File: src/rtl/fp_trunc_pkg.sv
// Shared constants for the float-to-int32 truncation unit.
// Assumes a 32-bit integer target.
package fp_trunc_pkg;
    localparam int INT_W = 32;
    localparam logic [INT_W-1:0] S_MIN = 32'h8000_0000;
    localparam logic [INT_W-1:0] S_MAX = 32'h7FFF_FFFF;
    localparam logic [INT_W-1:0] U_MAX = 32'hFFFF_FFFF;
    localparam logic [INT_W-1:0] ZERO  = 32'h0000_0000;
endpackage

File: src/rtl/trunc_lane.sv
// One combinational float-to-int32 converter for a binary format with
// EW exponent bits and MW mantissa bits. Rounds toward zero and applies
// the NaN / overflow choices given by NAN_ZERO and OVF_SAT.
// Assumes EW >= 7 (so the exponent can reach 2^32) and MW >= 1.
module trunc_lane
    import fp_trunc_pkg::*;
#(
    parameter int EW = 8,
    parameter int MW = 23,
    parameter bit NAN_ZERO = 1'b1,
    parameter bit OVF_SAT = 1'b1
) (
    input  logic [EW+MW:0]    fp,
    input  logic              uns,
    output logic [INT_W-1:0]  res
);
    localparam int FW = EW + MW + 1;
    localparam int SW = MW + INT_W + 1;
    localparam int BIAS = (1 << (EW - 1)) - 1;
    localparam logic [EW:0] BIAS_X = BIAS[EW:0];
    localparam logic [EW:0] LIM_X = BIAS_X + (EW+1)'(INT_W);
    localparam logic [4:0] BIAS5 = BIAS[4:0];

    logic          sgn;
    logic [EW-1:0] expo;
    logic [MW-1:0] man;
    logic [EW:0]   exp_x;
    logic          is_nan, tiny, big;
    logic [4:0]    shamt;
    logic [SW-1:0] wide;
    logic [INT_W-1:0] mag;
    logic          unused_lo;

    assign sgn   = fp[FW-1];
    assign expo  = fp[FW-2:MW];
    assign man   = fp[MW-1:0];
    assign exp_x = {1'b0, expo};

    // Classify the operand: NaN, below one, or beyond 32 integer bits.
    always_comb begin
        is_nan = (&expo) && (|man);
        tiny   = exp_x < BIAS_X;
        big    = (&expo) || (exp_x >= LIM_X);
    end

    // Align the significand so that the integer part lands in the low 32 bits.
    always_comb begin
        shamt = expo[4:0] - BIAS5;
        wide  = {{INT_W{1'b0}}, 1'b1, man} << shamt;
        mag   = (tiny || big) ? ZERO : wide[MW+INT_W-1:MW];
    end
    assign unused_lo = ^wide[MW-1:0] ^ wide[SW-1];

    // Pick the final integer from the magnitude, sign and special cases.
    always_comb begin
        if (!uns) begin
            if (is_nan)
                res = NAN_ZERO ? ZERO : S_MIN;
            else if (sgn)
                res = (big || mag > S_MIN) ? S_MIN : (ZERO - mag);
            else
                res = (big || mag[INT_W-1]) ? (OVF_SAT ? S_MAX : S_MIN) : mag;
        end else begin
            if (is_nan)
                res = NAN_ZERO ? ZERO : U_MAX;
            else if (sgn)
                res = (!big && mag == ZERO) ? ZERO : (OVF_SAT ? ZERO : U_MAX);
            else
                res = big ? U_MAX : mag;
        end
    end
endmodule

File: src/rtl/fp_trunc_i32.sv
// Vector float-to-int32 truncation unit. Converts four binary32 lanes or
// two binary64 lanes (upper result half zeroed) and registers the result
// with one cycle of latency. Assumes VEC_W is a multiple of 64.
module fp_trunc_i32
    import fp_trunc_pkg::*;
#(
    parameter int VEC_W = 128,
    parameter bit NAN_ZERO = 1'b1,
    parameter bit OVF_SAT = 1'b1
) (
    input  logic             clk,
    input  logic             rst_n,
    input  logic             in_valid,
    input  logic             in_dbl,
    input  logic             in_unsigned,
    input  logic [VEC_W-1:0] in_vec,
    output logic             out_valid,
    output logic [VEC_W-1:0] out_vec
);
    localparam int NSP = VEC_W / 32;
    localparam int NDP = VEC_W / 64;
    localparam int DP_OUT_W = NDP * INT_W;

    logic [INT_W-1:0] sp_res [NSP];
    logic [INT_W-1:0] dp_res [NDP];
    logic [VEC_W-1:0] nxt;

    // Single-precision converters, one per 32-bit lane.
    for (genvar i = 0; i < NSP; i++) begin : g_sp
        trunc_lane #(.EW(8), .MW(23), .NAN_ZERO(NAN_ZERO), .OVF_SAT(OVF_SAT)) u_lane (
            .fp (in_vec[32*i +: 32]),
            .uns(in_unsigned),
            .res(sp_res[i])
        );
    end

    // Double-precision converters, one per 64-bit lane.
    for (genvar j = 0; j < NDP; j++) begin : g_dp
        trunc_lane #(.EW(11), .MW(52), .NAN_ZERO(NAN_ZERO), .OVF_SAT(OVF_SAT)) u_lane (
            .fp (in_vec[64*j +: 64]),
            .uns(in_unsigned),
            .res(dp_res[j])
        );
    end

    // Assemble the next output vector for the selected precision.
    always_comb begin
        nxt = '0;
        if (in_dbl) begin
            for (int k = 0; k < NDP; k++) nxt[INT_W*k +: INT_W] = dp_res[k];
        end else begin
            for (int k = 0; k < NSP; k++) nxt[INT_W*k +: INT_W] = sp_res[k];
        end
    end

    // Output register: capture on strobe, hold otherwise.
    always_ff @(posedge clk) begin
        if (!rst_n) begin
            out_valid <= 1'b0;
            out_vec   <= '0;
        end else begin
            out_valid <= in_valid;
            if (in_valid) out_vec <= nxt;
        end
    end

    logic       l0_nan, l0_neg;
    logic [7:0] l0_exp;
    assign l0_exp = in_vec[30:23];
    assign l0_neg = in_vec[31];
    assign l0_nan = (&l0_exp) && (|in_vec[22:0]);

    assert_nan_signed_R2: assert property (@(posedge clk) disable iff (!rst_n)
        (in_valid && !in_dbl && !in_unsigned && l0_nan)
        |=> out_vec[31:0] == (NAN_ZERO ? ZERO : S_MIN));

    assert_pos_ovf_signed_R4: assert property (@(posedge clk) disable iff (!rst_n)
        (in_valid && !in_dbl && !in_unsigned && !l0_neg && !l0_nan && l0_exp >= 8'd158)
        |=> out_vec[31:0] == (OVF_SAT ? S_MAX : S_MIN));

    assert_big_unsigned_R6: assert property (@(posedge clk) disable iff (!rst_n)
        (in_valid && !in_dbl && in_unsigned && !l0_neg && !l0_nan && l0_exp >= 8'd159)
        |=> out_vec[31:0] == U_MAX);

    assert_dbl_upper_zero_R8: assert property (@(posedge clk) disable iff (!rst_n)
        (in_valid && in_dbl) |=> out_vec[VEC_W-1:DP_OUT_W] == '0);

    assert_latency_R10: assert property (@(posedge clk) disable iff (!rst_n)
        in_valid |=> out_valid);

    assert_hold_R10: assert property (@(posedge clk) disable iff (!rst_n)
        !in_valid |=> (!out_valid && $stable(out_vec)));
endmodule

File: config.mk
export PLATFORM = sky130hd
export DESIGN_NAME = fp_trunc_i32
export DESIGN_NICKNAME = d
export VERILOG_FILES = /design/src/rtl/fp_trunc_pkg.sv /design/src/rtl/trunc_lane.sv /design/src/rtl/fp_trunc_i32.sv
export SDC_FILE = /design/constraint.sdc
export NUM_CORES = 1
export LEC_CHECK = 0
export ABC_AREA = 0
export BUFFER_PORTS_ARGS = -buffer_cell sky130_fd_sc_hd__buf_4
export CAP_MARGIN = 0
export CORE_ASPECT_RATIO = 1.1
export CORE_MARGIN = 1
export CORE_UTILIZATION = 45
export DETAILED_ROUTE_END_ITERATION = 6
export SLEW_MARGIN = 15
export SYNTH_ARGS = -nofsm -noshare
export SYNTH_HDL_FRONTEND = slang
export SYNTH_SLANG_ARGS = --single-unit
export TNS_END_PERCENT = 20
File: constraint.sdc
create_clock -name clk -period 8.2 [get_ports clk]
set_input_delay 1.64 -clock clk [delete_from_list [all_inputs] [get_ports clk]]
set_output_delay 1.64 -clock clk [all_outputs]
set_load 0.005 [all_outputs]
* Yosys cells after proc, flatten, opt, wreduce, memory -nomap -nowiden *
Index checks and enable logic that the tools add are counted.

word-level totals
  logic and storage cells = 136
  bits in read-only memories = 0
  bits in registers = 129
  output and inout port bits = 129
  input port bits = 133
  memories kept = 0
  latch bits = 0
  memory bits (writable) = 0

operators by class
  muxes and demuxes = 56
  div/mod/pow operators = 0
  shifts and indexed selects = 6
  multiply operators = 0
  equal/unequal tests = 0
  $add $sub $neg = 12
  bitwise gates (word level) = 0
  reduce and logical (&&, ||, !) cells = 42
  $lt $le $gt $ge = 18

operators with widths
  cell                     number
  $mux W32                 54
  $shl A24 B5 Y55          4
  $gt A32 B32 Y1 const B   6
  $sub A1 B32 Y32 const A  6
  $shl A53 B5 Y84          2
  $mux W64                 2
  $reduce_or A52 Y1        2
  $reduce_or A23 Y1        4
  $ge A8 B8 Y1 const B     4
  $lt A8 B7 Y1 const B     4
  $reduce_and A8 Y1        4
  $sub A5 B5 Y5 const B    6
  $logic_or A1 B1 Y1       24
  $ge A11 B11 Y1 const B   2
  $lt A11 B10 Y1 const B   2
  $reduce_and A11 Y1       2
  $logic_and A1 B1 Y1      6

* Logic depth before layout (Yosys ltp) *
  word-level depth = 11
  gate-level depth with buffers = 22
  gate-level depth less buffers = 16

* By module *
A second synthesis with hierarchy kept.

second synthesis, totals
  cell total of the unflattened synthesis = 3870
  area, all modules = 28497.3 um^2

modules (own cells, without submodules)
  module                           seq. area each (um^2)  cells an instance  instances  area an instance (um^2)
  trunc_lane (g_sp[0].u_lane ...)  0.0                    548                3          3747.3
  trunc_lane (g_dp[0].u_lane ...)  0.0                    571                2          3986.3
  fp_trunc_i32                     2582.5                 570                1          5555.3
  trunc_lane (g_sp[3].u_lane)      0.0                    514                1          3727.3

* Least setup slack after synthesis *
No wires, ideal clock.

  kind = input to register
  start point = in in_vec[52]
  end point = reg out_vec[15]
  path buffers = 7
  data required time = 8.108 ns
  stages on the path = 20
  setup time = 0.092 ns
  setup slack = 1.850 ns
  data arrival time = 6.257 ns
  path through = buf_2 > buf_6 > inv_2 > ha_1 > buf_2 > buf_2 > buf_2 > buf_4 > mux4_2 > mux4_2 > a22oi_1 > ha_1 > o21ai_0 > nor3_2 > nand4_2 > a311oi_2 > buf_4 > o21ai_0 > and3_1 > o32ai_1

on the way
  cells in the longest elaborated chain, start to end = 11
  elaborated cells on any way between the ends = 22
  classes of those cells = 2 x add/sub; 3 x order compare; 1 x shift; 10 x mux; 6 x reduce/logical

RTL lines
  item                                                                    RTL line            text
  start: declaration                                                      fp_trunc_i32.sv:16  input logic [VEC_W-1:0] in_vec,
  parallel branches: the longest is 9 deep, another holds $gt A32 B32 Y1  -
  $mux W32 *                                                              trunc_lane.sv:56    if (!uns) begin
  $mux W64 *                                                              fp_trunc_i32.sv:49  if (in_dbl) begin
  end signal: assignment                                                  fp_trunc_i32.sv:63  if (in_valid) out_vec <= nxt;
  end: declaration                                                        fp_trunc_i32.sv:18  output logic [VEC_W-1:0] out_vec

Every way passes the cells marked *.
A chain may end at the register's enable or synchronous reset.

* Worst setup path after layout *
  start point = in in_vec[23]
  end point = reg out_vec[29]

on the way
  cells in the longest elaborated chain, start to end = 11
  elaborated cells on any way between the ends = 38
  classes of those cells = 3 x add/sub; 4 x order compare; 2 x shift; 19 x mux; 10 x reduce/logical

RTL lines
  item                                                                     RTL line
  parallel branches: the longest is 10 deep, another holds $gt A32 B32 Y1  -
  $mux W64 *                                                               fp_trunc_i32.sv:49

Marks and branches as above.

==> results.yml <==
yosys:
  synthTopCellsByCount: "nand2_1, nor2_1, a21oi_1, o21ai_0, clkbuf_1"
  async_flop_share_pct: 0
  synth_seq_cells: 129
  synth_warnings: 0
  avgSynthCellArea_sq_um: 7.471
  netlist_instances: 3526
  synth_edf_count: 0
  seq_area_frac_synth_pct: 9.804
  synth_flop_cell: "dfxtp_1"
  ys_top_cells_by_area: "mux4_2, dfxtp_1, mux2i_1"
  yosys.cell_count.top_type: "nand2_1"
  yosysUniqueCellTypes: 120
  synth_area_leader_cell: "mux4_2"
  syn_nets: 3679
  synth_area_sq_mm: 0.02634
  synth.top_cell.area_share_pct: 12.40
clocking:
  cts-buffers-inserted: 17
  ctsHoldBuffers: 0
  cts_sinks: 129
  cts.clk_slew.worst_paths_ns: 0.06
  clockRootBuffer: "clkbuf_16"
  clk_path_buf_depth: 2
  clk-insertion-delay-late_ns: 0.49
  cts_tree: "yes"
  cts-resized-gates: 0
  cts_setup_buffers: 0
  htree_levels: 4
timing:
  maxSlewHeadroom_pct: 25.87
  drv_slew: 0
  post-route-period-util_pct: 88.11
  fmax_ghz: 0.1384
  rsz0062_at_grt: "false"
  finClkSkew_ns: 0
  setup_viol: 0
  fin_setup_tns_ns: 0
  hold_slack_ns: 0.4633
  worst_pin_slew_ns: 1.081
  timing_hold_violations_final: 0
  period_minus_slack_ns: 7.225
floorplan:
  start_util_pct: 45.77
  die_area_sq_mm: 0.05951
  fp.dieH_um: 255.8
  ios: 262
  fp-row-count: 92
  dieWidth_um: 232.7
  core_area_sq_mm: 0.05756
grt:
  grt_pass1_vias: 29010
  grt_pass1_wl_um: 181700
  grt_overflow_total: 0
  antenna_found_initial: 2
  grt_max_degree: 90
  grt_util_all_layers_pct: 39.05
detailed_routing:
  drc: 0
  vias: 31490
  ant_nets: 0
  wl_per_cell_um: 27.89
  viasPerCell: 7.242
  wirelength_um: 121300
  drt-initial-drc-count: 4284
  drtPass1Iterations: 7
cells_and_area:
  diodes: 0
  area_growth_pct: 10.79
  fillers: 5784
  drive_above_1_share_pct: 20.13
  fin_nets: 3736
worst_setup_path:
  critPathSlowestCell: "ha_2"
  crit_type: "in2reg"
  crit_buf_inv: 2
  end_kind: "register"
  cp_max_fo: 48
  path_cells: "buf_4 > inv_2 > ha_2 > mux2_2 > mux2_2 > o221a_2 > a221oi_2 > and4b_1 > and3_1 > a41oi_2 > a21oi_2 > a221oi_1 > a2111oi_0 > a221o_1"
  critical_path_arrival_ns: 7.65
  slowest_delay_ns: 1.11
  worstSetupStartpointType: "primary input"
  cp.required_ns: 8.63
  cp_top_family: "compound AO/OA/AOI/OAI gates"
  worst_path_most_repeated_cell: "mux2_2"
placed_design:
  hpwl_um: 92120
  routabilityCongestion: 1.002
  port_buffers: 261
power:
  vdd_drop_max_uv: 155.5
  leakagePower_nw: 11.13
  power_density_mw_per_mm2: 129.3
min_path:
  hp-class: "reg2reg"
flow_run:
  max_cap_violations: 0
run_status:
  status: "completed"
-- worst paths after layout --
path / from / to / slack, ns / depth (start not counted)
worst max-delay path: in_vec[23] / out_vec[29] / 0.98 / 14
worst min-delay path: out_vec[97] / out_vec[97] / 0.46 / 2
worst max register to register: out_vec[29] / out_vec[29] / 6.57 / 5
worst min register to register: out_vec[97] / out_vec[97] / 0.46 / 2
-- power by group --
group | internal, W | switching (W) | total [W]
logic | 0.000858 | 0.00135 | 0.00221
registers | 0.000667 | 0.0000403 | 0.000707
clock network | 0.000511 | 0.000349 | 0.000859
-- sequential cells by signal, indices dropped and copies added, names as in the netlist --
name and flops:
out_valid 1, out_vec 128
-- through the flow --
stage                     cells  setup WS, ns  total power (W)  utilization (%)  cell area (sq um)
after global placement     4316        0.8526         0.002836            49.60              28550
after global routing       4348        0.7436         0.003931            50.70              29180
after floorplan            3526         1.850         0.002188                -              26340
after CTS                  4348         1.208         0.003715            50.70              29180
after detailed placement   4316        0.6752         0.002848            49.60              28550
final                      4348        0.9752         0.003773            50.70              29180
-- worst register-to-register path: stages, from the launching register on --
cell and delay, ns:
dfxtp_1 0.46, o21ai_0 0.18, a21oi_1 0.20, nand2_1 0.07
a2111oi_0 0.48, a221o_1 0.19
-- cell usage in the layout, fill, tap and decap left out, types with 30 or more instances in the layout --
cell	instances
inv_1	31
nor3_1	100
xnor2_1	73
a31oi_1	54
a211oi_1	37
nor2_1	344
dfxtp_1	129
nor4_1	60
nand3_1	136
or3_1	30
and3_1	34
nand4_1	49
xor2_1	63
o211ai_1	49
a22oi_1	35
a221o_1	38
mux4_2	145
mux2i_1	190
mux2_2	93
o22ai_1	31
and2_1	44
nand2_1	359
o21ai_0	227
a21oi_1	271
buf_4	349
-- area by class of cell --
class | instances | area (sq um) | area share (%)
Clock buffer | 17 | 425.4 | 1.458
Clock inverter | 15 | 207.7 | 0.7117
Inverter | 36 | 135.1 | 0.4630
Multi-Input combinational cell | 3050 | 22270 | 76.32
Sequential cell | 129 | 2582 | 8.849
Tap cell | 752 | 940.9 | 3.224
Timing Repair Buffer | 349 | 2620 | 8.978
-- cell families (layout without fill, tap and decap cells) --
logic type,after synthesis,in the layout,synth area share (%)
DFF,129,129,9.804
AOI/OAI and AO/OA,1115,1115,29.03
adders and majority gates,20,20,0.9500
buffers and inverters,347,417,6.004
xor gates and xnor gates,151,151,5.320
muxes,436,436,24.07
and+or+nand+nor,1328,1328,24.82
-- metal layers --
| metal | GRT usage (%) | wire length [um] | vias to the layer above |
|---|---|---|---|
| met4 | 17.10 | 5624 | 2 |
| met1 | 51.48 | 48800 | 15330 |
| li1 | - | - | 13810 |
| met2 | 62.31 | 55590 | 2002 |
| met3 | 6.473 | 11260 | 345 |
| met5 | 0.1645 | 10 | - |
Power figures use the tool's default switching activity.
